### src/rtl/gpio_dirport_pkg.sv
package gpio_dirport_pkg;
   typedef enum logic {
      SEL_LATCH = 1'b0,
      SEL_DIR   = 1'b1
   } gpio_sel_e;
endpackage

### src/rtl/gpio_sync.sv
module gpio_sync #(
   parameter int WIDTH  = 8,
   parameter int STAGES = 2
) (
   input  logic             clk,
   input  logic             rst_n,
   input  logic [WIDTH-1:0] async_in,
   output logic [WIDTH-1:0] sync_out
);
   logic [WIDTH-1:0] stage_q [STAGES];

   for (genvar s = 0; s < STAGES; s++) begin : g_stage
      if (s == 0) begin : g_first
         always_ff @(posedge clk or negedge rst_n) begin
            if (!rst_n) stage_q[s] <= '0;
            else        stage_q[s] <= async_in;
         end
      end else begin : g_next
         always_ff @(posedge clk or negedge rst_n) begin
            if (!rst_n) stage_q[s] <= '0;
            else        stage_q[s] <= stage_q[s-1];
         end
      end
   end

   assign sync_out = stage_q[STAGES-1];
endmodule

### src/rtl/gpio_regbank.sv
module gpio_regbank
   import gpio_dirport_pkg::*;
#(
   parameter int               WIDTH      = 8,
   parameter logic [WIDTH-1:0] INPUT_ONLY = 8'h03
) (
   input  logic             clk,
   input  logic             rst_n,
   input  logic             wr_en,
   input  gpio_sel_e        wr_sel,
   input  logic [WIDTH-1:0] wr_data,
   output logic [WIDTH-1:0] latch_q,
   output logic [WIDTH-1:0] dir_q
);
   logic latch_wr, dir_wr;
   assign latch_wr = wr_en && (wr_sel == SEL_LATCH);
   assign dir_wr   = wr_en && (wr_sel == SEL_DIR);

   always_ff @(posedge clk or negedge rst_n) begin
      if (!rst_n)        latch_q <= '0;
      else if (latch_wr) latch_q <= wr_data;
   end

   for (genvar i = 0; i < WIDTH; i++) begin : g_dir
      if (INPUT_ONLY[i]) begin : g_fixed
         assign dir_q[i] = 1'b0;
      end else begin : g_flop
         always_ff @(posedge clk or negedge rst_n) begin
            if (!rst_n)      dir_q[i] <= 1'b0;
            else if (dir_wr) dir_q[i] <= wr_data[i];
         end
      end
   end
endmodule

### src/rtl/gpio_readmux.sv
module gpio_readmux
   import gpio_dirport_pkg::*;
#(
   parameter int               WIDTH      = 8,
   parameter logic [WIDTH-1:0] INPUT_ONLY = 8'h03
) (
   input  gpio_sel_e        rd_sel,
   input  logic [WIDTH-1:0] latch_q,
   input  logic [WIDTH-1:0] dir_q,
   input  logic [WIDTH-1:0] pad_sync,
   output logic [WIDTH-1:0] rd_data
);
   logic [WIDTH-1:0] port_view;

   for (genvar i = 0; i < WIDTH; i++) begin : g_bit
      if (INPUT_ONLY[i]) begin : g_in
         assign port_view[i] = pad_sync[i];
      end else begin : g_bidir
         assign port_view[i] = dir_q[i] ? latch_q[i] : pad_sync[i];
      end
   end

   always_comb begin
      unique case (rd_sel)
         SEL_DIR: rd_data = dir_q;
         default: rd_data = port_view;
      endcase
   end
endmodule

### src/rtl/gpio_dirport.sv
module gpio_dirport
   import gpio_dirport_pkg::*;
#(
   parameter int               WIDTH       = 8,
   parameter int               SYNC_STAGES = 2,
   parameter logic [WIDTH-1:0] INPUT_ONLY  = 8'h03,
   parameter logic [WIDTH-1:0] PULLUP_SET  = 8'h88,
   parameter logic [WIDTH-1:0] PULLDN_SET  = 8'h60
) (
   input  logic             clk,
   input  logic             rst_n,
   input  logic             bus_addr,
   input  logic             bus_we,
   input  logic [WIDTH-1:0] bus_wdata,
   output logic [WIDTH-1:0] bus_rdata,
   input  logic [WIDTH-1:0] pin_in,
   output logic [WIDTH-1:0] pin_out,
   output logic [WIDTH-1:0] pin_oe,
   output logic [WIDTH-1:0] pull_up_en,
   output logic [WIDTH-1:0] pull_dn_en
);
   localparam logic [WIDTH-1:0] PULL_CLASH = PULLUP_SET & PULLDN_SET;

   if (WIDTH < 2) begin : g_bad_width
      $error("gpio_dirport: WIDTH must be at least 2");
   end
   if (SYNC_STAGES < 2) begin : g_bad_sync
      $error("gpio_dirport: SYNC_STAGES must be at least 2");
   end
   if (PULL_CLASH != '0) begin : g_bad_pull
      $error("gpio_dirport: a pin cannot request both pulls");
   end

   gpio_sel_e        sel;
   logic [WIDTH-1:0] latch_q, dir_q, pad_sync;

   assign sel = gpio_sel_e'(bus_addr);

   gpio_sync #(.WIDTH(WIDTH), .STAGES(SYNC_STAGES)) u_sync (
      .clk      (clk),
      .rst_n    (rst_n),
      .async_in (pin_in),
      .sync_out (pad_sync)
   );

   gpio_regbank #(.WIDTH(WIDTH), .INPUT_ONLY(INPUT_ONLY)) u_regs (
      .clk     (clk),
      .rst_n   (rst_n),
      .wr_en   (bus_we),
      .wr_sel  (sel),
      .wr_data (bus_wdata),
      .latch_q (latch_q),
      .dir_q   (dir_q)
   );

   gpio_readmux #(.WIDTH(WIDTH), .INPUT_ONLY(INPUT_ONLY)) u_rmux (
      .rd_sel   (sel),
      .latch_q  (latch_q),
      .dir_q    (dir_q),
      .pad_sync (pad_sync),
      .rd_data  (bus_rdata)
   );

   assign pin_out    = latch_q;
   assign pin_oe     = dir_q;
   assign pull_up_en = rst_n ? '0 : PULLUP_SET;
   assign pull_dn_en = rst_n ? '0 : PULLDN_SET;
endmodule

### config.mk
export PLATFORM = sky130hd
export DESIGN_NAME = gpio_dirport
export DESIGN_NICKNAME = d
export VERILOG_FILES = /design/src/rtl/gpio_dirport_pkg.sv /design/src/rtl/gpio_sync.sv /design/src/rtl/gpio_regbank.sv /design/src/rtl/gpio_readmux.sv /design/src/rtl/gpio_dirport.sv
export SDC_FILE = /design/constraint.sdc
export NUM_CORES = 1
export LEC_CHECK = 0
export ABC_AREA = 1
export BUFFER_PORTS_ARGS = -buffer_cell sky130_fd_sc_hd__buf_2
export CORE_ASPECT_RATIO = 1.25
export CORE_MARGIN = 10
export CORE_UTILIZATION = 40
export DETAILED_ROUTE_END_ITERATION = 10
export GPL_ROUTABILITY_DRIVEN = 0
export PLACE_DENSITY = 0.78
export SLEW_MARGIN = 0
export SYNTH_ARGS = -nofsm -noshare
export SYNTH_HDL_FRONTEND = slang
export SYNTH_SLANG_ARGS = --single-unit
### constraint.sdc
create_clock -name clk -period 1.2 [get_ports clk]
set_clock_uncertainty 0.1 [all_clocks]
set_input_delay 0.12 -clock clk [delete_from_list [all_inputs] [get_ports clk]]
set_output_delay 0.12 -clock clk [all_outputs]
set_load 0.005 [all_outputs]
==> results of run 1 <==
[critical path, cell delays in order, from the launching register on]
cell	delay, ps
dfrtp_1	420
nor2_1	110
nand2_1	60
nand2_1	60
buf_2	110
[path summary, 6_finish.rpt]
kind                                         start  cells after the start  slack (ps)                 end
worst max register to register     u_regs.dir_q[6]                      4         210     u_regs.dir_q[6]
worst max-delay path               u_regs.dir_q[3]                      4        -110        bus_rdata[3]
worst min register to register  u_sync.stage_q[13]                      0         240  u_sync.sync_out[5]
worst min-delay path                        bus_we                      3          20   u_regs.latch_q[3]
max in group asynchronous                    rst_n                      3         540   u_sync.stage_q[9]
min in group asynchronous                    rst_n                      3         260     u_regs.dir_q[4]
[report_power, final]
part	internal, mW	switching [mW]
clock network	0.400	0.349
logic	0.263	0.213
registers	1.10	0.0551
total	1.76	0.617
[cells by family (layout without fill, tap and decap cells)]
family | Yosys count | after routing | share of synthesized area
AND/OR/NAND/NOR | 64 | 64 | 0.2138
flip-flops | 30 | 30 | 0.6166
buffers and inverters | 25 | 86 | 0.1418
AO/OA/AOI/OAI | 6 | 6 | 0.02467
other | 1 | 14 | 0.003080
[cells in the mapped netlist]
cell      n
buf_4    21
conb_1    1
dfrtp_1  30
inv_1     3
inv_2     1
nand2_1  41
nand2_2   1
nand3_1  14
nor2_1    8
o21ai_0   6
[flip-flops by register name (all words and copies together) (netlist names)]
register	flops
u_regs.latch_q	8
u_sync.stage_q	8
u_sync.sync_out	8
u_regs.dir_q	6
[what timing repair did]
item	4_1_cts	5_1_grt
hold buffers	17	0
setup buffers	7	3
endpoints found under the hold margin	52	0
gates resized for setup	6	9
endpoints found under the setup margin	6	13
pin swaps	1	6
[cell type report]
type                       count  area (um^2)
multi-input combinational     84        342.8
sequential                    30        750.7
timing repair buffer          74        545.5
clock buffer                   8        78.83
inverter                       4        15.01
tap                           36        45.04
fill                         249         1167
[per-stage QoR]
step	hold WS, ps	power [mW]	setup slack, ps	area, um^2	utilization
2_1_floorplan	-275.6	1.342	379.5	1266	-
3_5_place_dp	39.36	1.497	112.1	1401	0.4758
4_1_cts	11.06	2.343	-102.5	1719	0.5837
6_report	15.76	2.376	-109.0	1778	0.6037
3_3_place_gp	40.94	1.487	129.4	1401	0.4758
5_1_grt	31.07	2.507	-232.9	1778	0.6037
[routing by layer]
layer  vias to the layer above  track usage
li1                        508            -
met1                       454       0.1117
met2                        50       0.1859
met3                         8      0.06273
met4                         0      0.07258
met5                         -            0
==> flow_metrics.py, run 1 <==
metrics = {
    "synthesis": {
        "synthCells": 126,
        "ys_ff_latch": 30,
        "yosysWarnings": 0,
        "synth_area_um2": 1217,
        "synth_top_area_share": 0.6166,
        "yosysSeqAreaShare": 0.6166,
        "synth_cell_type_count": 10,
        "synth_top_area_cell": "dfrtp_1",
        "avgSynthCellArea_um2": 9.662,
        "synth.area.top_cells": "dfrtp_1 62%, buf_4 13%, nand2_1 13%",
    },
    "pwr": {
        "p_leak_nw": 0.9875,
        "ir_drop_mv": 1.036,
        "powerDensity_nw_per_um2": 1336,
    },
    "clocking": {
        "clock_latency_ps": 330,
        "clockBufferDepth": 2,
        "cts_tree": "yes",
        "htreeDepth": 2,
        "cts-buffers-inserted": 5,
        "clkTransAtPathRegs_ps": 100,
        "cts.sinks": 30,
        "root_buffer": "clkbuf_4",
    },
    "grt": {
        "gr-total-overflow": 0,
        "grt_pass1_vias": 1047,
        "grt_max_degree": 23,
        "grt_pass1_wl_um": 5009,
        "antenna_found_initial": 0,
        "grt_usage": 0.1137,
    },
    "drt": {
        "wl_per_cell_um": 13.38,
        "antenna_left": 0,
        "num_vias": 1020,
        "drt-total-wl_um": 3157,
        "wl_met1_um": 1181,
        "dr_wl_met2_um": 1497,
        "drtIter0Drc": 27,
        "drcViolationCount": 0,
        "firstDrtPassIters": 4,
        "vias_per_cell": 4.322,
        "topRoutingLayerUsed": "met4",
        "met3WireLength_um": 418,
    },
    "sta": {
        "slew_viol_final": 0,
        "final.setup.worst_slack_ps": -109.0,
        "rsz0062_at_grt": "true",
        "finalCritPeriodShare": 1.091,
        "finalHoldViolations": 0,
        "setup_viol": 8,
        "fmax_ghz": 0.7639,
        "setup-tns-final_ps": -564.4,
        "fin_crit_ps": 1309,
    },
    "setup_path": {
        "worstPathRequired_ps": 980,
        "endpoint_kind": "output port",
        "crit_type": "flip-flop to output port",
        "worstPathArrival_ps": 1090,
        "cp_max_fo": 3,
        "setup.worst_path.start_class": "flip-flop",
    },
    "finish": {
        "final_common_cell": "nand2_1",
        "syn_to_final_growth_pct": 46.04,
        "antennaDiodeCount": 0,
        "layout_common_cells": "41 x nand2_1, 39 x buf_2, 30 x dfrtp_1",
        "fin_cells": 236,
        "drive_above_1_share": 0.3350,
        "nets": 219,
    },
    "placement": {
        "dp.cells": 202,
        "port_buffers": 45,
        "dp_hpwl_um": 2247,
    },
    "floorplan": {
        "die_w_um": 69.35,
        "die_h_um": 81.68,
        "row_count": 22,
        "start_util": 0.4133,
        "die-area_um2": 5664,
        "pin_count": 60,
        "core_region_area_um2": 2945,
    },
    "min_path": {
        "hp-class": "input port to flip-flop",
    },
    "run_status": {
        "status": "finished, violations left",
        "violations": "negative setup slack",
    },
    "flow_run": {
        "cap_violations": 0,
    },
}
Power figures use the tool's default switching activity.
==> run 2: changes to the inputs <==
--- a/config.mk
+++ b/config.mk
@@ -6,7 +6,7 @@
 export NUM_CORES = 1
 export LEC_CHECK = 0
 export ABC_AREA = 1
-export BUFFER_PORTS_ARGS = -buffer_cell sky130_fd_sc_hd__buf_2
+export BUFFER_PORTS_ARGS = -buffer_cell sky130_fd_sc_hd__buf_4
 export CORE_ASPECT_RATIO = 1.25
 export CORE_MARGIN = 10
 export CORE_UTILIZATION = 40
==> flow_metrics.py, run 2 (synthesis results as in run 1) <==
metrics = {
    "grt": {
        "grt_max_degree": 31,
        "gr-total-overflow": 0,
        "grt_pass1_wl_um": 5009,
        "top_usage_layer": "met2",
        "grt_pass1_vias": 1109,
        "antenna_found_initial": 0,
        "use_met3": 0.04946,
        "use_met2": 0.2015,
        "grt_usage": 0.1115,
        "met1_usage": 0.1034,
    },
    "setup_path": {
        "crit_slowest_cell": "dfrtp_1",
        "endpoint_kind": "output port",
        "path_cells": "nor2_1, nand2_1, nand2_1, buf_4",
        "worst-path-stages": 4,
        "reg2reg_depth": 4,
        "r2r_slack_ps": 250,
        "worstReg2RegStart": "u_regs.latch_q[6]",
        "worstPathArrival_ps": 1070,
        "cp_max_fo": 4,
        "path_buf_inv": 1,
        "setup.worst_path.start_class": "flip-flop",
        "r2r_end": "u_regs.latch_q[6]",
        "crit_type": "flip-flop to output port",
        "crit_family": "flip-flops",
        "critical_path.max_stage_delay_ps": 430,
        "worstPathRequired_ps": 980,
        "crit_top_cell": "nand2_1",
    },
    "drt": {
        "drcViolationCount": 0,
        "num_vias": 1076,
        "drtIter0Drc": 55,
        "vias_per_cell": 4.540,
        "drt-total-wl_um": 3224,
        "firstDrtPassIters": 4,
        "antenna_left": 0,
        "wl_per_cell_um": 13.60,
    },
    "run_status": {
        "status": "finished, violations left",
        "violations": "negative setup slack",
    },
    "clocking": {
        "root_buffer": "clkbuf_4",
        "clockBufferDepth": 2,
        "clkTransAtPathRegs_ps": 80,
        "cts.sinks": 30,
        "clock_latency_ps": 320,
        "cts_tree": "yes",
        "htreeDepth": 2,
        "cts-buffers-inserted": 5,
    },
    "pwr": {
        "p_leak_nw": 1.014,
        "power_mw": 2.253,
        "ir_drop_mv": 0.9755,
        "powerDensity_nw_per_um2": 1197,
    },
    "placement": {
        "dp_hpwl_um": 2261,
        "port_buffers": 45,
        "preCtsSetupSlack_ps": 219.8,
        "place_area_um2": 1499,
        "dp.cells": 200,
    },
    "floorplan": {
        "row_count": 22,
        "die_h_um": 81.68,
        "core_region_area_um2": 2945,
        "die_w_um": 69.35,
        "start_util": 0.4133,
        "die-area_um2": 5664,
        "pin_count": 60,
    },
    "finish": {
        "fin_cells": 237,
        "drive_above_1_share": 0.3333,
        "nets": 221,
        "syn_to_final_growth_pct": 54.57,
        "regArea_um2": 750.7,
        "multi_input_area_um2": 345.3,
        "antennaDiodeCount": 0,
        "layout_common_cells": "41 x nand2_1, 41 x buf_4, 30 x dfrtp_1",
        "final_area_um2": 1882,
        "fill_cells": 249,
    },
    "sta": {
        "final.setup.worst_slack_ps": -86.96,
        "setup_viol": 7,
        "fin_crit_ps": 1287,
        "fmax_ghz": 0.7770,
        "slew_viol_final": 0,
        "rsz0062_at_grt": "true",
        "setup-tns-final_ps": -414.0,
        "finalCritPeriodShare": 1.072,
        "finalHoldViolations": 0,
    },
    "min_path": {
        "whs_path_depth": 3,
        "hold-path-endpoint": "u_regs.dir_q[2]",
        "hp-class": "input port to flip-flop",
        "min_from": "bus_we",
    },
    "flow_run": {
        "cap_violations": 0,
    },
}
## run 2: through the flow
| step | hold WS, ps | utilization |
|---|---|---|
| 2_1_floorplan | -275.6 | - |
| 3_3_place_gp | 77.11 | 0.5089 |
| 3_5_place_dp | 84.23 | 0.5089 |
| 4_1_cts | 34.38 | 0.6126 |
| 5_1_grt | 39.38 | 0.6389 |
| 6_report | 40.20 | 0.6389 |
## run 2: where the power goes
part	switching, mW	total [mW]	internal [mW]
logic	0.227	0.577	0.350
registers	0.0599	1.16	1.10
clock network	0.300	0.520	0.220
## run 2: final cells by class
type | instances | share of cell area
Sequential cell | 30 | 0.3989
Timing Repair Buffer | 76 | 0.3617
Multi-Input combinational cell | 84 | 0.1835
Clock buffer | 7 | 0.02394
Tap cell | 36 | 0.02394
Inverter | 4 | 0.007979
## run 2: worst max path at each step
stage | start | endpoint
final | u_regs.dir_q[3] | bus_rdata[3]
after global routing | u_regs.dir_q[2] | bus_rdata[2]
after global placement | u_regs.latch_q[3] | bus_rdata[3]
after floorplan | u_regs.dir_q[4] | bus_rdata[4]
after detailed placement | u_regs.latch_q[6] | bus_rdata[6]
after CTS | u_regs.dir_q[3] | bus_rdata[3]
## run 2: what timing repair did
action | 4_1_cts | 5_1_grt
resized for setup | 12 | 13
endpoints found under the setup margin | 6 | 15
hold buffers | 17 | 0
pin swaps | 1 | 0
hold endpoints to repair | 52 | 0
buffers inserted | 9 | 4
## run 2: metal layers
metal	vias up	wire length [um]
met5	-	0
met4	0	70
met3	8	322
met2	52	1616
met1	506	1214
li1	510	-
## run 2: worst min-delay path, stage by stage
cell,delay (ps)
buf_4,170
nand3_1,90
nand2_1,50
==> run 3: changes to the inputs <==
--- a/config.mk
+++ b/config.mk
@@ -5,7 +5,7 @@
 export SDC_FILE = /design/constraint.sdc
 export NUM_CORES = 1
 export LEC_CHECK = 0
-export ABC_AREA = 1
+export ABC_AREA = 0
 export BUFFER_PORTS_ARGS = -buffer_cell sky130_fd_sc_hd__buf_4
 export CORE_ASPECT_RATIO = 1.25
 export CORE_MARGIN = 10
==> flow_metrics.py, run 3 <==
metrics = {
    "clocking": {
        "cts_tree": "yes",
        "htreeDepth": 2,
        "clockBufferDepth": 2,
        "root_buffer": "clkbuf_4",
        "cts-buffers-inserted": 5,
        "cts.sinks": 30,
        "clkTransAtPathRegs_ps": 90,
        "clock_latency_ps": 310,
    },
    "grt": {
        "grt_pass1_wl_um": 4795,
        "grt_max_degree": 31,
        "grt_usage": 0.1062,
        "antenna_found_initial": 0,
        "grt_pass1_vias": 1033,
        "gr-total-overflow": 0,
    },
    "sta": {
        "setup_viol": 8,
        "fin_crit_ps": 1334,
        "slew_viol_final": 0,
        "finalHoldViolations": 0,
        "final.setup.worst_slack_ps": -133.9,
        "fmax_ghz": 0.7497,
        "finalCritPeriodShare": 1.112,
        "rsz0062_at_grt": "true",
    },
    "finish": {
        "syn_to_final_growth_pct": 55.11,
        "drive_above_1_share": 0.5061,
        "antennaDiodeCount": 0,
        "nets": 183,
        "final_common_cell": "buf_4",
        "layout_common_cells": "49 x buf_4, 30 x dfrtp_1, 17 x dlygate4sd3_1",
        "final_area_um2": 1881,
    },
    "synthesis": {
        "synthFlopType": "dfrtp_1",
        "synth_common_cells": "30 x dfrtp_1, 17 x buf_4, 12 x o21ai_0",
        "synth_edf_count": 0,
        "synth_cell_type_count": 12,
        "synth_most_common_cell": "dfrtp_1",
        "synthCells": 87,
        "synth.area.top_cells": "dfrtp_1 62%, buf_4 11%, mux2_4 9.9%",
        "yosysSeqAreaShare": 0.6192,
        "yosysWarnings": 0,
        "synth_area_um2": 1212,
        "synth_top_area_cell": "dfrtp_1",
        "avgSynthCellArea_um2": 13.94,
        "ys_ff_latch": 30,
        "async_flop_share": 1.000,
        "synth_top_area_share": 0.6192,
    },
    "min_path": {
        "hp-class": "input port to flip-flop",
    },
    "placement": {
        "dp_hpwl_um": 2183,
        "place_area_um2": 1523,
        "port_buffers": 45,
    },
    "drt": {
        "met3WireLength_um": 289,
        "vias_per_cell": 4.420,
        "drtIter0Drc": 7,
        "drt-total-wl_um": 3165,
        "firstDrtPassIters": 4,
        "dr_wl_met2_um": 1657,
        "drcViolationCount": 0,
        "topRoutingLayerUsed": "met4",
        "antenna_left": 0,
        "num_vias": 884,
        "wl_per_cell_um": 15.83,
        "wl_met1_um": 1156,
    },
    "setup_path": {
        "crit_type": "flip-flop to output port",
        "worstPathRequired_ps": 980,
        "setup.worst_path.start_class": "flip-flop",
        "critical_path.max_stage_delay_ps": 410,
        "path_cells": "o21ai_2, o21ai_1, buf_4",
        "worstPathArrival_ps": 1110,
        "cp_max_fo": 2,
        "endpoint_kind": "output port",
        "crit_slowest_cell": "dfrtp_1",
    },
    "floorplan": {
        "die_h_um": 81.56,
        "die_w_um": 69.24,
        "start_util": 0.4155,
        "pin_count": 60,
        "die-area_um2": 5647,
        "core_region_area_um2": 2918,
        "row_count": 22,
    },
    "pwr": {
        "powerDensity_nw_per_um2": 1285,
        "power_mw": 2.417,
        "p_leak_nw": 0.9319,
        "ir_drop_mv": 1.022,
    },
    "flow_run": {
        "cap_violations": 0,
    },
    "run_status": {
        "violations": "negative setup slack",
        "status": "finished, violations left",
    },
}
-- run 3: cell count changes after synthesis, moves of 2 or more --
cell / delta
mux2_2: +6
nor2_1: -8
o21ai_0: +6
inv_1: -2
nand2b_1: +6
nand2_1: -41
mux2_4: +8
nand3_1: -14
buf_4: -4
nor2b_1: +3
-- run 3: path summary, 6_finish.rpt --
| check | startpoint | to | slack (ps) | cells past startpoint |
|---|---|---|---|---|
| setup / recovery | u_regs.latch_q[5] | bus_rdata[5] | -130 | 3 |
| hold / removal | bus_we | u_regs.dir_q[7] | 180 | 3 |
| setup reg to reg | u_regs.latch_q[4] | u_regs.latch_q[4] | 70 | 3 |
| hold reg to reg | u_sync.stage_q[14] | u_sync.sync_out[6] | 250 | 0 |
| max in group asynchronous | rst_n | u_sync.sync_out[2] | 480 | 3 |
| min in group asynchronous | rst_n | u_regs.latch_q[0] | 260 | 3 |
-- run 3: layout make-up --
cell class | count | area, um^2
fill | 205 | 1037
multi-input combinational | 50 | 381.6
sequential | 30 | 750.7
inverter | 1 | 3.754
tap | 36 | 45.04
clock buffer | 7 | 55.05
timing repair buffer | 75 | 639.4
clock inverter | 1 | 5.005
-- run 3: logic make-up (layout without fill, tap and decap cells) --
logic type	after synthesis	in the layout	synth area share
buffers and inverters	20	84	0.1218
multiplexers	14	14	0.1548
AND/OR/NAND/NOR	10	10	0.05161
other	1	14	0.003093
flip-flops	30	30	0.6192
AO/OA/AOI/OAI	12	12	0.04954
-- run 3: metrics by stage --
| step | cells | setup WS (ps) | hold slack (ps) | TNS (ps) | util |
|---|---|---|---|---|---|
| floorplan | 100 | 266.5 | -275.6 | 0 | - |
| global placement | 165 | 78.56 | 59.70 | 0 | 0.5219 |
| detailed placement | 165 | 43.37 | 67.64 | 0 | 0.5219 |
| CTS | 196 | -106.1 | 162.4 | -639.1 | 0.6214 |
| global route | 200 | -166.7 | 175.8 | -1317 | 0.6445 |
| finish | 200 | -133.9 | 180.5 | -765.3 | 0.6445 |
-- run 3: where the power goes --
part	switching (mW)	internal [mW]
logic	0.221	0.412
registers	0.0699	1.11
clock network	0.323	0.284
total	0.614	1.80
-- run 3: layer usage --
metal  GRT usage  up-vias
met3     0.04704        7
met5           0        -
li1            -      408
met1     0.09835      422
met4     0.06452        0
met2      0.1914       47
-- run 3: critical path, delay by kind of cell, from the launching register on --
family / cells / cell delay (ps)
buffers and inverters: 1 / 150
DFF: 1 / 410
AOI/OAI and AO/OA: 2 / 230
-- run 3: repair_timing --
action	CTS	global route
gates resized for setup	14	12
setup buffers	6	4
hold buffers	17	0
endpoints found under the setup margin	6	14
endpoints found under the hold margin	52	0
pin swaps	0	1
